[src/rtl/spi_pack_pkg.sv]
package spi_pack_pkg;

  typedef enum logic [1:0] {
    LVL_EMPTY = 2'b00,
    LVL_ONE   = 2'b01,
    LVL_PART  = 2'b10,
    LVL_FULL  = 2'b11
  } fill_code_e;

  // Map a byte count onto the 2-bit fill code.
  function automatic fill_code_e fill_code(input int unsigned cnt, input int unsigned depth);
    if (cnt == 0)          return LVL_EMPTY;
    else if (cnt == 1)     return LVL_ONE;
    else if (cnt >= depth) return LVL_FULL;
    else                   return LVL_PART;
  endfunction

endpackage

[src/rtl/spi_pack_byte_fifo.sv]
// Byte queue that accepts 0..2 bytes and releases 0..2 bytes per cycle.
// The caller guarantees that pushes fit and pops do not exceed the count.
module spi_pack_byte_fifo #(
  parameter int DEPTH = 4,
  parameter int W     = 8,
  localparam int PW   = $clog2(DEPTH),
  localparam int CW   = PW + 1
) (
  input  logic          clk,
  input  logic          rst,
  input  logic [1:0]    push_n,
  input  logic [2*W-1:0] push_data,
  input  logic [1:0]    pop_n,
  output logic [2*W-1:0] head_data,
  output logic [CW-1:0] count
);

  logic [W-1:0]  mem [DEPTH];
  logic [PW-1:0] wp, rp, wp1, rp1;

  assign wp1 = wp + 1'b1;
  assign rp1 = rp + 1'b1;

  always_ff @(posedge clk) begin
    if (push_n != 2'd0) mem[wp]  <= push_data[W-1:0];
    if (push_n == 2'd2) mem[wp1] <= push_data[2*W-1:W];
  end

  always_ff @(posedge clk) begin
    if (rst) begin
      wp    <= '0;
      rp    <= '0;
      count <= '0;
    end else begin
      wp    <= wp + PW'(push_n);
      rp    <= rp + PW'(pop_n);
      count <= count + CW'(push_n) - CW'(pop_n);
    end
  end

  assign head_data = {mem[rp1], mem[rp]};

endmodule

[src/rtl/spi_pack_ovr.sv]
// Sticky overrun flag with a two-step clear: data read, then status read.
module spi_pack_ovr (
  input  logic clk,
  input  logic rst,
  input  logic set_i,
  input  logic rd_i,
  input  logic stat_i,
  output logic flag_o
);

  logic armed;

  always_ff @(posedge clk) begin
    if (rst) begin
      flag_o <= 1'b0;
      armed  <= 1'b0;
    end else if (set_i) begin
      flag_o <= 1'b1;
      armed  <= 1'b0;
    end else if (stat_i && armed) begin
      flag_o <= 1'b0;
      armed  <= 1'b0;
    end else if (rd_i && flag_o) begin
      armed  <= 1'b1;
    end
  end

endmodule

[src/rtl/spi_pack_fifo.sv]
module spi_pack_fifo #(
  parameter int DEPTH = 4,
  parameter int FW    = 8,
  localparam int CW   = $clog2(DEPTH) + 1
) (
  input  logic          clk,
  input  logic          rst,
  input  logic          en,
  input  logic          rx_th8,
  input  logic          wr_en,
  input  logic          wr_wide,
  input  logic [2*FW-1:0] wr_data,
  input  logic          rd_en,
  input  logic          rd_wide,
  output logic [2*FW-1:0] rd_data,
  input  logic          stat_rd,
  output logic          txe,
  output logic          rxne,
  output logic [1:0]    rx_level,
  output logic          busy,
  output logic          ovr,
  output logic          tx_valid,
  output logic [FW-1:0] tx_data,
  input  logic          tx_ready,
  input  logic          tx_done,
  input  logic          rx_valid,
  input  logic [FW-1:0] rx_data
);
  import spi_pack_pkg::*;

  logic [CW-1:0]   tx_cnt, rx_cnt, tx_free;
  logic [2*FW-1:0] tx_head, rx_head;
  logic [1:0]      wr_need, tx_push, tx_pop, rd_want, rx_pop, rx_push;
  logic            tx_take, rx_full, ovr_set, inflight;

  // Transmit side
  assign tx_free  = CW'(DEPTH) - tx_cnt;
  assign wr_need  = wr_wide ? 2'd2 : 2'd1;
  assign tx_push  = (wr_en && (tx_free >= CW'(wr_need))) ? wr_need : 2'd0;
  assign tx_valid = en && (tx_cnt != '0);
  assign tx_take  = tx_valid && tx_ready;
  assign tx_pop   = {1'b0, tx_take};
  assign tx_data  = tx_head[FW-1:0];

  spi_pack_byte_fifo #(.DEPTH(DEPTH), .W(FW)) u_txq (
    .clk(clk), .rst(rst), .push_n(tx_push), .push_data(wr_data),
    .pop_n(tx_pop), .head_data(tx_head), .count(tx_cnt)
  );

  always_ff @(posedge clk) begin
    if (rst)          inflight <= 1'b0;
    else if (tx_take) inflight <= 1'b1;
    else if (tx_done) inflight <= 1'b0;
  end

  // Receive side
  assign rx_full = (rx_cnt == CW'(DEPTH));
  assign rx_push = (rx_valid && !rx_full) ? 2'd1 : 2'd0;
  assign ovr_set = rx_valid && rx_full;
  assign rd_want = rd_wide ? 2'd2 : 2'd1;
  assign rx_pop  = !rd_en ? 2'd0 :
                   (rx_cnt >= CW'(rd_want)) ? rd_want : 2'(rx_cnt);

  spi_pack_byte_fifo #(.DEPTH(DEPTH), .W(FW)) u_rxq (
    .clk(clk), .rst(rst), .push_n(rx_push), .push_data({{FW{1'b0}}, rx_data}),
    .pop_n(rx_pop), .head_data(rx_head), .count(rx_cnt)
  );

  always_ff @(posedge clk) begin
    if (rst) rd_data <= '0;
    else if (rd_en) begin
      rd_data[FW-1:0]    <= (rx_pop != 2'd0) ? rx_head[FW-1:0]    : '0;
      rd_data[2*FW-1:FW] <= (rx_pop == 2'd2) ? rx_head[2*FW-1:FW] : '0;
    end
  end

  spi_pack_ovr u_ovr (
    .clk(clk), .rst(rst), .set_i(ovr_set), .rd_i(rd_en),
    .stat_i(stat_rd), .flag_o(ovr)
  );

  // Status
  assign txe      = (tx_free >= CW'(2));
  assign rxne     = rx_th8 ? (rx_cnt != '0) : (rx_cnt >= CW'(2));
  assign rx_level = fill_code(int'(rx_cnt), DEPTH);
  assign busy     = inflight || tx_valid;

endmodule

[config.mk]
export PLATFORM = sky130hd
export DESIGN_NAME = spi_pack_fifo
export DESIGN_NICKNAME = d
export VERILOG_FILES = /design/src/rtl/spi_pack_pkg.sv /design/src/rtl/spi_pack_byte_fifo.sv /design/src/rtl/spi_pack_ovr.sv /design/src/rtl/spi_pack_fifo.sv
export SDC_FILE = /design/constraint.sdc
export NUM_CORES = 1
export LEC_CHECK = 0
export ABC_AREA = 1
export BUFFER_PORTS_ARGS = -buffer_cell sky130_fd_sc_hd__clkbuf_2
export CAP_MARGIN = 5
export CORE_MARGIN = 2
export CORE_UTILIZATION = 35
export DETAILED_ROUTE_END_ITERATION = 16
export PLACE_DENSITY = 0.51
export SYNTH_ARGS = -nofsm -noshare
export SYNTH_HDL_FRONTEND = slang
export SYNTH_HIERARCHICAL = 1
export SYNTH_SLANG_ARGS = --single-unit
[constraint.sdc]
create_clock -name clk -period 3.2 [get_ports clk]
set_clock_uncertainty 0.05 [all_clocks]
set_input_delay 0.48 -clock clk [delete_from_list [all_inputs] [get_ports clk]]
set_output_delay 0.48 -clock clk [all_outputs]
set_load 0.05 [all_outputs]
### Word-level counts from Yosys, hierarchy flattened

Memories as Yosys holds them, arrays and structs flattened. A register that Yosys moved wholly into a read port is not among the register bits.
Cells that the tools add are included.

* flip-flop bits (word level): 33
* bits in writable memories: 64
* input bits: 36
* logic and storage cells: 82
* memories: 2

* $add $sub $neg: 12
* magnitude comparators: 5
* equal/unequal tests: 5
* multiplexer cells: 29
* reductions and logical operators: 19

Memory list
* u_rxq.mem: words 4, bits a word 8, read ports 2, clocked after memory_dff 1, write ports 1, line spi_pack_byte_fifo.sv:18 `logic [W-1:0] mem [DEPTH];`
* u_txq.mem: words 4, bits a word 8, read ports 1, clocked after memory_dff 1, write ports 2, line spi_pack_byte_fifo.sv:18

Operators with widths (number)
* $mux W8: 3
* $mux W2: 10
* $mux W1: 16
* $reduce_bool A2 Y1: 5
* $reduce_or A8 Y1: 1
* $logic_and A1 B1 Y1: 7
* $add A2 B1 Y2 const B: 3
* $ge A3 B2 Y1: 2
* $ge A3 B2 Y1 const B: 2
* $reduce_bool A3 Y1: 2
* $add A2 B1 Y2: 2
* $add A2 B2 Y2: 2
* $eq A2 B2 Y1 const B: 2
* $add A3 B1 Y3: 1
* $add A3 B2 Y3: 1
* $eq A3 B1 Y1 const B: 1
* $eq A3 B3 Y1 const B: 1
* $ge A3 B3 Y1 const B: 1
* $logic_not A3 Y1: 1
* $reduce_or A3 Y1: 1
* $sub A3 B1 Y3: 1
* $sub A3 B2 Y3: 1
* $sub A3 B3 Y3 const A: 1
* $eq A1 B2 Y1 const B: 1
* 2 further kinds: 2

### Logic depth before layout (Yosys ltp)

Gate-level depths: netlist of the first run.

* word-level depth: 9
* depth in mapped cells: 17
* depth with buffers taken out: 17

### Cells and area by module

The synthesis of the first run kept the hierarchy.

Modules (own cells, without submodules)
* spi_pack_byte_fifo at u_rxq: times used 1, cells an instance 295, area each 2488.6 um^2
* spi_pack_byte_fifo at u_txq: times used 1, cells an instance 295, area each 2457.4 um^2
* spi_pack_fifo: times used 1, cells an instance 125, area each 902.1 um^2
* spi_pack_ovr: times used 1, cells an instance 10, area each 72.6 um^2

### Worst setup path before layout of the first run

No wires, ideal clock.

* path kind: register to register
* from: register u_txq.count[0]
* to: memory u_txq.mem[0][0], enable pin
* setup time: 387 ps
* arrival time: 2366 ps
* data required time: 2763 ps
* path slack: 397 ps
* stages on the path, launching flop included: 10
* path buffers: 0
* clock period less this slack: 2803 ps
* cells stage by stage: dfxtp_1 > inv_1 > ha_1 > ha_1 > o21ai_0 > nand3b_1 > nand2_1 > nor2_1 > nor2_1 > o31ai_1

RTL lines
* from (decl): line spi_pack_byte_fifo.sv:15 `output logic [CW-1:0] count`
* from (signal assigned): line spi_pack_byte_fifo.sv:37 `count <= count + CW'(push_n) - CW'(pop_n);`
* to (decl): line spi_pack_byte_fifo.sv:18

### Final worst setup path of the first run

* from: register u_txq.count[1]
* to: register u_txq.count[2]

* word-level cells in the longest chain between the ends: 6
* elaborated cells on any way between the ends: 9

Ends and longest elaborated chain
* $sub A3 B3 Y3: line spi_pack_fifo.sv:37 `assign tx_free = CW'(DEPTH) - tx_cnt;`
* $ge A3 B2 Y1: line spi_pack_fifo.sv:39 `assign tx_push = (wr_en && (tx_free >= CW'(wr_need))) ? wr_need : 2'd0;`
* $logic_and A1 B1 Y1: line spi_pack_fifo.sv:39
* $mux W2: line spi_pack_fifo.sv:39
* net tx_push[1]: line spi_pack_fifo.sv:33 `logic [1:0] wr_need, tx_push, tx_pop, rd_want, rx_pop, rx_push;`
* $add A3 B2 Y3: line spi_pack_byte_fifo.sv:37
* $sub A3 B1 Y3: line spi_pack_byte_fifo.sv:37

The timed path passes the listed nets, and every way through them passes these cells.
A chain may end at the register's enable or synchronous reset.

==> metrics.csv, run 1 <==
stage,metric,value,unit
worst_setup_path,WS Path Type,reg -> reg,
power_and_ir_drop,Pleak,2.88,nW
cells_and_area,antenna cells,0,
grt,first-pass GRT wire length,20.0,mm
grt,GR Overflow Total,0,
run_status,status,"complete, no violations",
timing,Final TNS setup,0,ps
grt,total track usage,14.4,%
cells_and_area,share of layout cells above drive strength 1,21.1,%
placement,Port-buffer cells,66,
synth,cell area after synthesis,0.00566,mm^2
worst_setup_path,CP Capture Type,flop,
timing,Rel. slew slack,52.6,%
worst_setup_path,Worst Path Required,3420,ps
clock_tree,CTS tree,yes,
cells_and_area,final non-filler cell total,957,
floorplan,Core Area,0.0158,mm^2
drt,DR vias,4366,
clock_tree,Root Driver,clkbuf_16,
placement,detailed placement HPWL,9.30,mm
hold_path,Hold WC Path Type,in -> reg,
drt,number of nets still failing antenna checks after routing,0,
worst_setup_path,CP Launch Type,flop,
worst_setup_path,maximum fanout along the worst path,4,
timing,worst-margin pin slew,710,ps
synth,Mapped Cells,664,
floorplan,Die ar.,0.0172,mm^2
grt,initial antenna violation count,0,
cells_and_area,fin util,41.0,%
timing,Pins Over Slew Limit,0,
drt,drt pass-1 iters,4,
synth,Syn. warnings,6,
drt,WL final,11.9,mm
floorplan,Ports,67,
flow_run,Max Cap Viol,0,
cells_and_area,final net count,791,
power_and_ir_drop,peak supply drop,0.334,mV
clock_tree,CTS sink cnt,97,
timing,ratio of final minimum period to clock period,91.4,%
timing,RSZ-0062 raised after global routing,false,
placement,GP Congestion,0.821,
grt,number of global-route vias before repair,4205,
floorplan,Die Y-Extent,131,um
timing,endpoints failing setup,0,
cells_and_area,Filler Cells Inserted,1629,
clock_tree,cts hold-fix bufs,0,
timing,max frequency,342,MHz
cells_and_area,area delta synth->final,14.6,%
drt,violation count after the first detailed-route iteration,253,
clock_tree,TritonCTS Buffers,9,
clock_tree,cts repair resizes,0,
timing,Final Hold Fails,0,
grt,largest net degree at the start of global routing,51,
drt,vias per cell,4.56,
timing,min Tclk post-route,2930,ps
worst_setup_path,crit path DAT,3140,ps
synth,syn_area_per_cell,8.52,um^2
clock_tree,Clock Latency Late Sink,340,ps
power_and_ir_drop,cell area power density,810,mW/mm^2
floorplan,Starting Density,35.8,%
floorplan,Row Count,46,
clock_tree,clock tree buffer depth,2,
clock_tree,H-tree depth,3,
floorplan,DIE WIDTH,131,um
clock_tree,clock transition at the registers of the reported paths,60,ps
drt,DRC,0,
drt,WL per Instance,12.4,um
timing,Worst Hold Slack,336,ps
placement,placed cell count,941,
clock_tree,Post-CTS Setup Inserts,0,
-- layout make-up --
cell class | instances | area [um^2] | share of cell area, %
Sequential cell | 97 | 2580 | 39.8
Multi-Input combinational cell | 450 | 2530 | 39.0
Timing Repair Buffer | 76 | 405 | 6.25
Inverter | 102 | 388 | 5.98
Tap cell | 216 | 270 | 4.17
Clock buffer | 10 | 229 | 3.53
Clock inverter | 6 | 82.6 | 1.27
-- worst max-delay path: stages (launching register included) --
cell,delay (ps)
dfxtp_1,380
inv_1,60
ha_1,290
ha_1,270
o21ai_0,100
nand3b_1,110
nand2_1,70
nor2_1,300
fa_1,490
fa_1,460
inv_1,70
nand3_1,70
a21oi_1,130
-- power breakdown --
group	total [mW]	internal (mW)	switching [mW]
clock network	1.14	0.683	0.457
registers	1.86	1.66	0.198
logic	2.26	0.667	1.59
total	5.25	3.01	2.24
-- state kept, by name (all words and copies together), names as in the netlist --
name	count
u_rxq/count	3
u_ovr/flag_o	1
u_ovr/armed	1
u_txq/count	3
u_rxq/mem	32
inflight	1
u_txq/wp	2
rd_data	16
u_rxq/rp	2
u_txq/rp	2
u_txq/mem	32
u_rxq/wp	2
-- per-stage QoR --
stage	power (mW)	setup slack, ps	instance area (um^2)
floorplan	3.65	397	5710
global placement	4.08	314	6170
detailed placement	4.16	233	6170
CTS	5.31	260	6480
global route	5.63	98.7	6480
finish	5.25	274	6480
-- cell usage in the layout (no fill, tap or decap), types with 3 or more instances in the layout --
master and count:
a21oi_1 41, buf_4 10, clkbuf_16 9, clkbuf_2 66, clkinv_1 3, conb_1 14, dfxtp_1 33, edfxtp_1 64
fa_1 4, ha_1 15, inv_1 94, inv_2 4, nand2_1 189, nand2_2 6, nand2_4 4, nand3_1 8
nand3_4 8, nand4_1 8, nor2_1 22, o211ai_1 16, o21ai_0 34, o21ai_1 28, o21ai_2 36, o31ai_1 8
-- worst paths after layout --
path | cells after the start | start | to | slack (ps)
worst max-delay path | 12 | u_txq/count[1] | u_txq/count[2] | 270
worst min-delay path | 4 | tx_done | inflight | 340
worst max register to register | 12 | u_txq/count[1] | u_txq/count[2] | 270
worst min register to register | 2 | rd_data[10] | rd_data[10] | 410
-- routing by layer --
layer  routed length [um]  vias up  track usage (%)
met5                    0        -                0
met4                  173        0             5.07
met3                  403       10             2.58
met2                 6110       72             26.1
met1                 5210     1957             17.0
li1                     -     2327                -
Power figures use the tool's default switching activity.
==> run 2: changes to the inputs <==
Clock period 3.2 ns to 3.35 ns, I/O delays scaled along.
==> run 2 against run 1 <==
- die area is the same
- cell area is essentially flat
- critical endpoint unchanged
- fmax grew 2.9%
- core utilization is essentially flat
- count of clock-buffer cells in the layout is the same
- sequential power shrank 5%
- sequential cell count is the same
- critical path type unchanged
- first-iteration DRC count shrank 16%
- cell count grew 0.52%
- highest routed layer unchanged
==> metrics.csv, run 2 (synthesis results as in run 1) <==
stage,metric,value,unit,change
run_status,status,"complete, no violations",,
clock_tree,CTS tree,yes,,
floorplan,Die Y-Extent,131,um,unchanged
power_and_ir_drop,P_sw,2.17,mW,-3.4%
timing,Rel. slew slack,46.0,%,-6.6 points
grt,number of global-route vias before repair,4272,,+1.6%
cells_and_area,biggest registers after layout,"u_rxq/mem (32), u_txq/mem (32), rd_data (16)",,
drt,DRC,0,,unchanged
drt,number of nets still failing antenna checks after routing,0,,unchanged
clock_tree,TritonCTS Buffers,9,,unchanged
timing,ratio of final minimum period to clock period,84.9,%,-6.6 points
timing,worst-margin pin slew,803,ps,+92.9 ps
clock_tree,clock tree buffer depth,2,,unchanged
cells_and_area,final net count,796,,+0.63%
clock_tree,cts hold-fix bufs,0,,unchanged
worst_setup_path,maximum fanout along the worst path,3,,-1
floorplan,Ports,67,,unchanged
drt,WL final,12.2,mm,+2.8%
placement,detailed placement HPWL,9.40,mm,+1.0%
clock_tree,Root Driver,clkbuf_16,,
grt,first-pass GRT wire length,20.8,mm,+3.8%
cells_and_area,share of layout cells above drive strength 1,21.7,%,+0.66 points
clock_tree,Post-CTS Setup Inserts,0,,unchanged
drt,DR vias,4334,,-0.73%
clock_tree,CTS sink cnt,97,,unchanged
timing,Final Hold Fails,0,,unchanged
floorplan,Die ar.,0.0172,mm^2,unchanged
drt,vias per cell,4.51,,-1.2%
cells_and_area,Filler Cells Inserted,1604,,-1.5%
worst_setup_path,CP Capture Type,flop,,
timing,endpoints failing setup,0,,unchanged
drt,violation count after the first detailed-route iteration,213,,-16%
clock_tree,clock transition at the registers of the reported paths,70,ps,about the same
timing,min Tclk post-route,2840,ps,-83.4 ps
hold_path,hold depth,4,,unchanged
drt,drt pass-1 iters,4,,unchanged
power_and_ir_drop,peak supply drop,0.275,mV,-18%
placement,Port-buffer cells,66,,unchanged
power_and_ir_drop,Combinational Power Share,44.3,%,+1.3 points
timing,Pins Over Slew Limit,0,,unchanged
grt,initial antenna violation count,0,,unchanged
placement,placed cell count,946,,+0.53%
worst_setup_path,WS Path Type,reg -> reg,,
worst_setup_path,Worst Path Required,3570,ps,+150 ps
hold_path,Hold WC Path Type,in -> reg,,
power_and_ir_drop,Reg power frac,36.1,%,+0.8 points
flow_run,Max Cap Viol,0,,unchanged
grt,total track usage,14.9,%,+0.53 points
timing,max frequency,352,MHz,+2.9%
power_and_ir_drop,Cell Int Power,2.75,mW,-8.7%
clock_tree,Clock Latency Late Sink,340,ps,about the same
floorplan,Row Count,46,,unchanged
cells_and_area,"commonest non-fill, non-tap cell in the layout",nand2_1,,
cells_and_area,most frequent cells in the layout,"189 x nand2_1, 94 x inv_1, 66 x clkbuf_2",,
grt,largest net degree at the start of global routing,51,,unchanged
timing,Worst Hold Slack,361,ps,+24.9 ps
floorplan,DIE WIDTH,131,um,unchanged
worst_setup_path,crit path DAT,3060,ps,-80 ps
clock_tree,cts repair resizes,0,,unchanged
cells_and_area,final non-filler cell total,962,,+0.52%
cells_and_area,area delta synth->final,14.5,%,about the same
worst_setup_path,CP Launch Type,flop,,
power_and_ir_drop,switch share,44.1,%,+1.4 points
clock_tree,H-tree depth,3,,unchanged
timing,RSZ-0062 raised after global routing,false,,
floorplan,Core Area,0.0158,mm^2,unchanged
grt,GR Overflow Total,0,,unchanged
worst_setup_path,worst r2r path cells,13,,+1
power_and_ir_drop,Pleak,2.88,nW,+0.11%
placement,GP Congestion,0.813,,-0.93%
cells_and_area,footprint of the multi-input gates,0.00253,mm^2,unchanged
cells_and_area,antenna cells,0,,unchanged
timing,Final TNS setup,0,ps,unchanged
floorplan,Starting Density,35.8,%,unchanged
cells_and_area,Reg area,0.00258,mm^2,unchanged
power_and_ir_drop,cell area power density,758,mW/mm^2,-6.4%
drt,WL per Instance,12.7,um,+2.3%
power_and_ir_drop,clock share of power,19.6,%,-2.1 points
[run 2: cell types whose count changed in the layout (fill, tap and decap cells not counted), sizes merged]
cell	previous run	this run
clkinv	5	6
bufinv	2	0
clkinvlp	0	1
buf	10	15
[run 2: area by class of cell]
class,instances,area share (%)
timing repair buffer,81,6.83
inverter,102,5.98
sequential,97,39.8
clock inverter,6,0.675
multi-input combinational,450,39.0
clock buffer,10,3.53
tap,216,4.17
[run 2: path summary, 6_finish.rpt]
check,startpoint,to,slack (ps)
max,u_txq/count[1],u_txq/count[2],510
min,tx_done,inflight,360
max reg2reg,u_txq/count[1],u_txq/count[2],510
min reg2reg,rd_data[7],rd_data[7],420
[run 2: worst max-delay path: stages, from the launching register on]
cell and delay [ps]:
dfxtp_1 380, inv_1 60, ha_1 290, ha_1 270, o21ai_0 90, nand3b_1 110, nand2_1 90, nor2_1 60
buf_4 150, fa_1 510, fa_1 450, inv_1 60, nand3_1 70, a21oi_1 130
[run 2: metrics by stage]
stage	instance area [um^2]	power [mW]	util, %	setup WS [ps]
6_report	6480	4.91	41.0	507
5_1_grt	6480	5.31	41.0	323
4_1_cts	6480	4.98	41.0	506
3_5_place_dp	6210	3.99	39.2	354
3_3_place_gp	6210	3.93	39.2	437
2_1_floorplan	5710	3.49	-	547
[run 2: power groups by stage]
stage	sequential [mW]	clock (mW)	combinational [mW]
after global routing	1.81	1.05	2.45
after CTS	1.78	0.998	2.20
after detailed placement	1.80	0	2.19
after floorplan	1.89	0	1.60
final	1.77	0.965	2.17
after global placement	1.79	0	2.13
[run 2: per-layer routing]
metal / vias up / part of all wire [%] / global-route usage [%]
li1: 2329 / - / -
met1: 1926 / 45 / 17.7
met2: 63 / 50 / 26.5
met3: 16 / 3.0 / 2.85
met4: 0 / 2.1 / 5.80
met5: - / 0 / 0
==> run 3: changes to the inputs <==
Clock period 3.35 ns to 3 ns, I/O delays scaled along.
==> run 3 against run 2 <==
- register-to-register slack worse by 360 ps
- die area stayed put
- non-clock buffer count is 3 higher
- power is 18% higher
- core utilization is 0.61 points higher
- wire length is 1.4% higher
- cell area is 1.5% higher
- sequential cell count stayed put
- fmax is 0.39% lower
- via count is 2.2% higher
- cell count is 0.31% higher
- first-iteration DRC count is 47% higher
- highest routed layer unchanged
==> metrics.csv, run 3 (synthesis results as in run 1) <==
stage,metric,value,unit,change
power_and_ir_drop,Power Total,5.79,mW,+18%
clock_tree,clock transition at the registers of the reported paths,70,ps,about the same
cells_and_area,antenna cells,0,,unchanged
clock_tree,TritonCTS Buffers,9,,unchanged
grt,total track usage,14.9,%,+0.035 points
power_and_ir_drop,Pleak,2.93,nW,+1.6%
worst_setup_path,CP Launch Type,flop,,
grt,largest net degree at the start of global routing,51,,unchanged
cells_and_area,most frequent cells in the layout,"189 x nand2_1, 94 x inv_1, 66 x clkbuf_2",,
grt,number of global-route vias before repair,4284,,+0.28%
floorplan,Die ar.,0.0172,mm^2,unchanged
run_status,status,"complete, no violations",,
drt,WL per Instance,12.8,um,+1.0%
floorplan,Row Count,46,,unchanged
timing,Final TNS setup,0,ps,unchanged
clock_tree,Post-CTS Setup Inserts,0,,unchanged
timing,ratio of final minimum period to clock period,95.1,%,+10 points
clock_tree,CTS sink cnt,97,,unchanged
placement,Post-DP Area,0.00623,mm^2,+0.24%
drt,vias per cell,4.59,,+1.9%
power_and_ir_drop,cell area power density,881,mW/mm^2,+16%
drt,number of nets still failing antenna checks after routing,0,,unchanged
grt,initial antenna violation count,0,,unchanged
drt,WL final,12.4,mm,+1.4%
grt,first-pass GRT wire length,20.6,mm,-0.86%
cells_and_area,share of layout cells above drive strength 1,22.2,%,+0.45 points
drt,violation count after the first detailed-route iteration,313,,+47%
clock_tree,CTS tree,yes,,
placement,Port-buffer cells,66,,unchanged
floorplan,Die Y-Extent,131,um,unchanged
timing,Pins Over Slew Limit,0,,unchanged
cells_and_area,fin util,41.6,%,+0.61 points
floorplan,Core Area,0.0158,mm^2,unchanged
drt,drt pass-1 iters,4,,unchanged
worst_setup_path,crit path DAT,3070,ps,about the same
worst_setup_path,Worst Path Required,3220,ps,-350 ps
floorplan,Ports,67,,unchanged
timing,max frequency,350,MHz,-0.39%
worst_setup_path,CP Capture Type,flop,,
worst_setup_path,WS Path Type,reg -> reg,,
drt,DR top layer,met4,,
power_and_ir_drop,peak supply drop,0.294,mV,+7.0%
placement,detailed placement HPWL,9.49,mm,+1.0%
clock_tree,clock tree buffer depth,2,,unchanged
cells_and_area,"commonest non-fill, non-tap cell in the layout",nand2_1,,
clock_tree,cts hold-fix bufs,0,,unchanged
cells_and_area,biggest registers after layout,"u_rxq/mem (32), u_txq/mem (32), rd_data (16)",,
cells_and_area,design area,0.00658,mm^2,+1.5%
drt,met2 WL,6.02,mm,-1.6%
drt,DRC,0,,unchanged
timing,Final Hold Fails,0,,unchanged
timing,endpoints failing setup,0,,unchanged
drt,DR vias,4430,,+2.2%
clock_tree,Root Driver,clkbuf_16,,
timing,Rel. slew slack,53.2,%,+7.1 points
grt,GR Overflow Total,0,,unchanged
drt,M1 wire length,5.69,mm,+3.6%
drt,DR WL met3,395,um,+9.1%
clock_tree,cts repair resizes,0,,unchanged
hold_path,Hold WC Path Type,in -> reg,,
timing,RSZ-0062 raised after global routing,false,,
clock_tree,H-tree depth,3,,unchanged
timing,min Tclk post-route,2850,ps,+11.1 ps
placement,GP Congestion,0.823,,+1.2%
floorplan,DIE WIDTH,131,um,unchanged
cells_and_area,final net count,799,,+0.38%
timing,worst-margin pin slew,702,ps,-100 ps
floorplan,Starting Density,35.8,%,unchanged
cells_and_area,area delta synth->final,16.2,%,
worst_setup_path,maximum fanout along the worst path,3,,unchanged
clock_tree,Clock Latency Late Sink,350,ps,about the same
flow_run,Max Cap Viol,0,,unchanged
run 3: cell count changes in the layout (fill, tap and decap cells not counted), sizes merged:
| cell | change |
|---|---|
| inv | +1 |
| bufinv | +3 |
| clkinv | -3 |
| buf | +3 |
| clkbuf | -1 |
run 3: critical path: stages (launching register included):
cell and delay (ps):
dfxtp_1 370, inv_1 60, ha_1 290, ha_1 290, o21ai_0 70, nand3b_1 90
nand2_1 80, nor2_1 60, buf_4 150, fa_1 510, fa_1 460, inv_1 80
nand3_1 80, a21oi_1 140
run 3: final timing paths:
check	startpoint	to	slack (ps)	cells past startpoint
max reg2reg	u_txq/count[1]	u_txq/count[2]	150	13
min reg2reg	rd_data[7]	rd_data[7]	420	2
max	u_txq/count[1]	u_txq/count[2]	150	13
min	tx_done	inflight	300	4
run 3: layout make-up:
| cell class | instances | area, um^2 |
|---|---|---|
| tap | 216 | 270 |
| fill | 1654 | 9250 |
| inverter | 102 | 388 |
| multi-input combinational | 450 | 2530 |
| sequential | 97 | 2580 |
| timing repair buffer | 84 | 463 |
| clock inverter | 7 | 124 |
| clock buffer | 9 | 225 |
run 3: through the flow:
stage,cells,setup WS (ps),hold slack (ps)
after CTS,964,93.4,290
after detailed placement,948,106,408
after global routing,965,11.9,335
final,965,146,303
after global placement,948,208,397
after floorplan,677,197,387
run 3: routing by layer:
| layer | track usage [%] | up-vias |
|---|---|---|
| li1 | - | 2340 |
| met1 | 18.1 | 1991 |
| met2 | 26.1 | 82 |
| met3 | 2.51 | 17 |
| met4 | 6.52 | 0 |
| met5 | 0 | - |
run 3: where the power goes:
group / leakage, nW / internal, mW / switching, mW
clock: 0.167 / 0.823 / 0.531
sequential: 0.866 / 1.77 / 0.203
combinational: 1.89 / 0.746 / 1.73
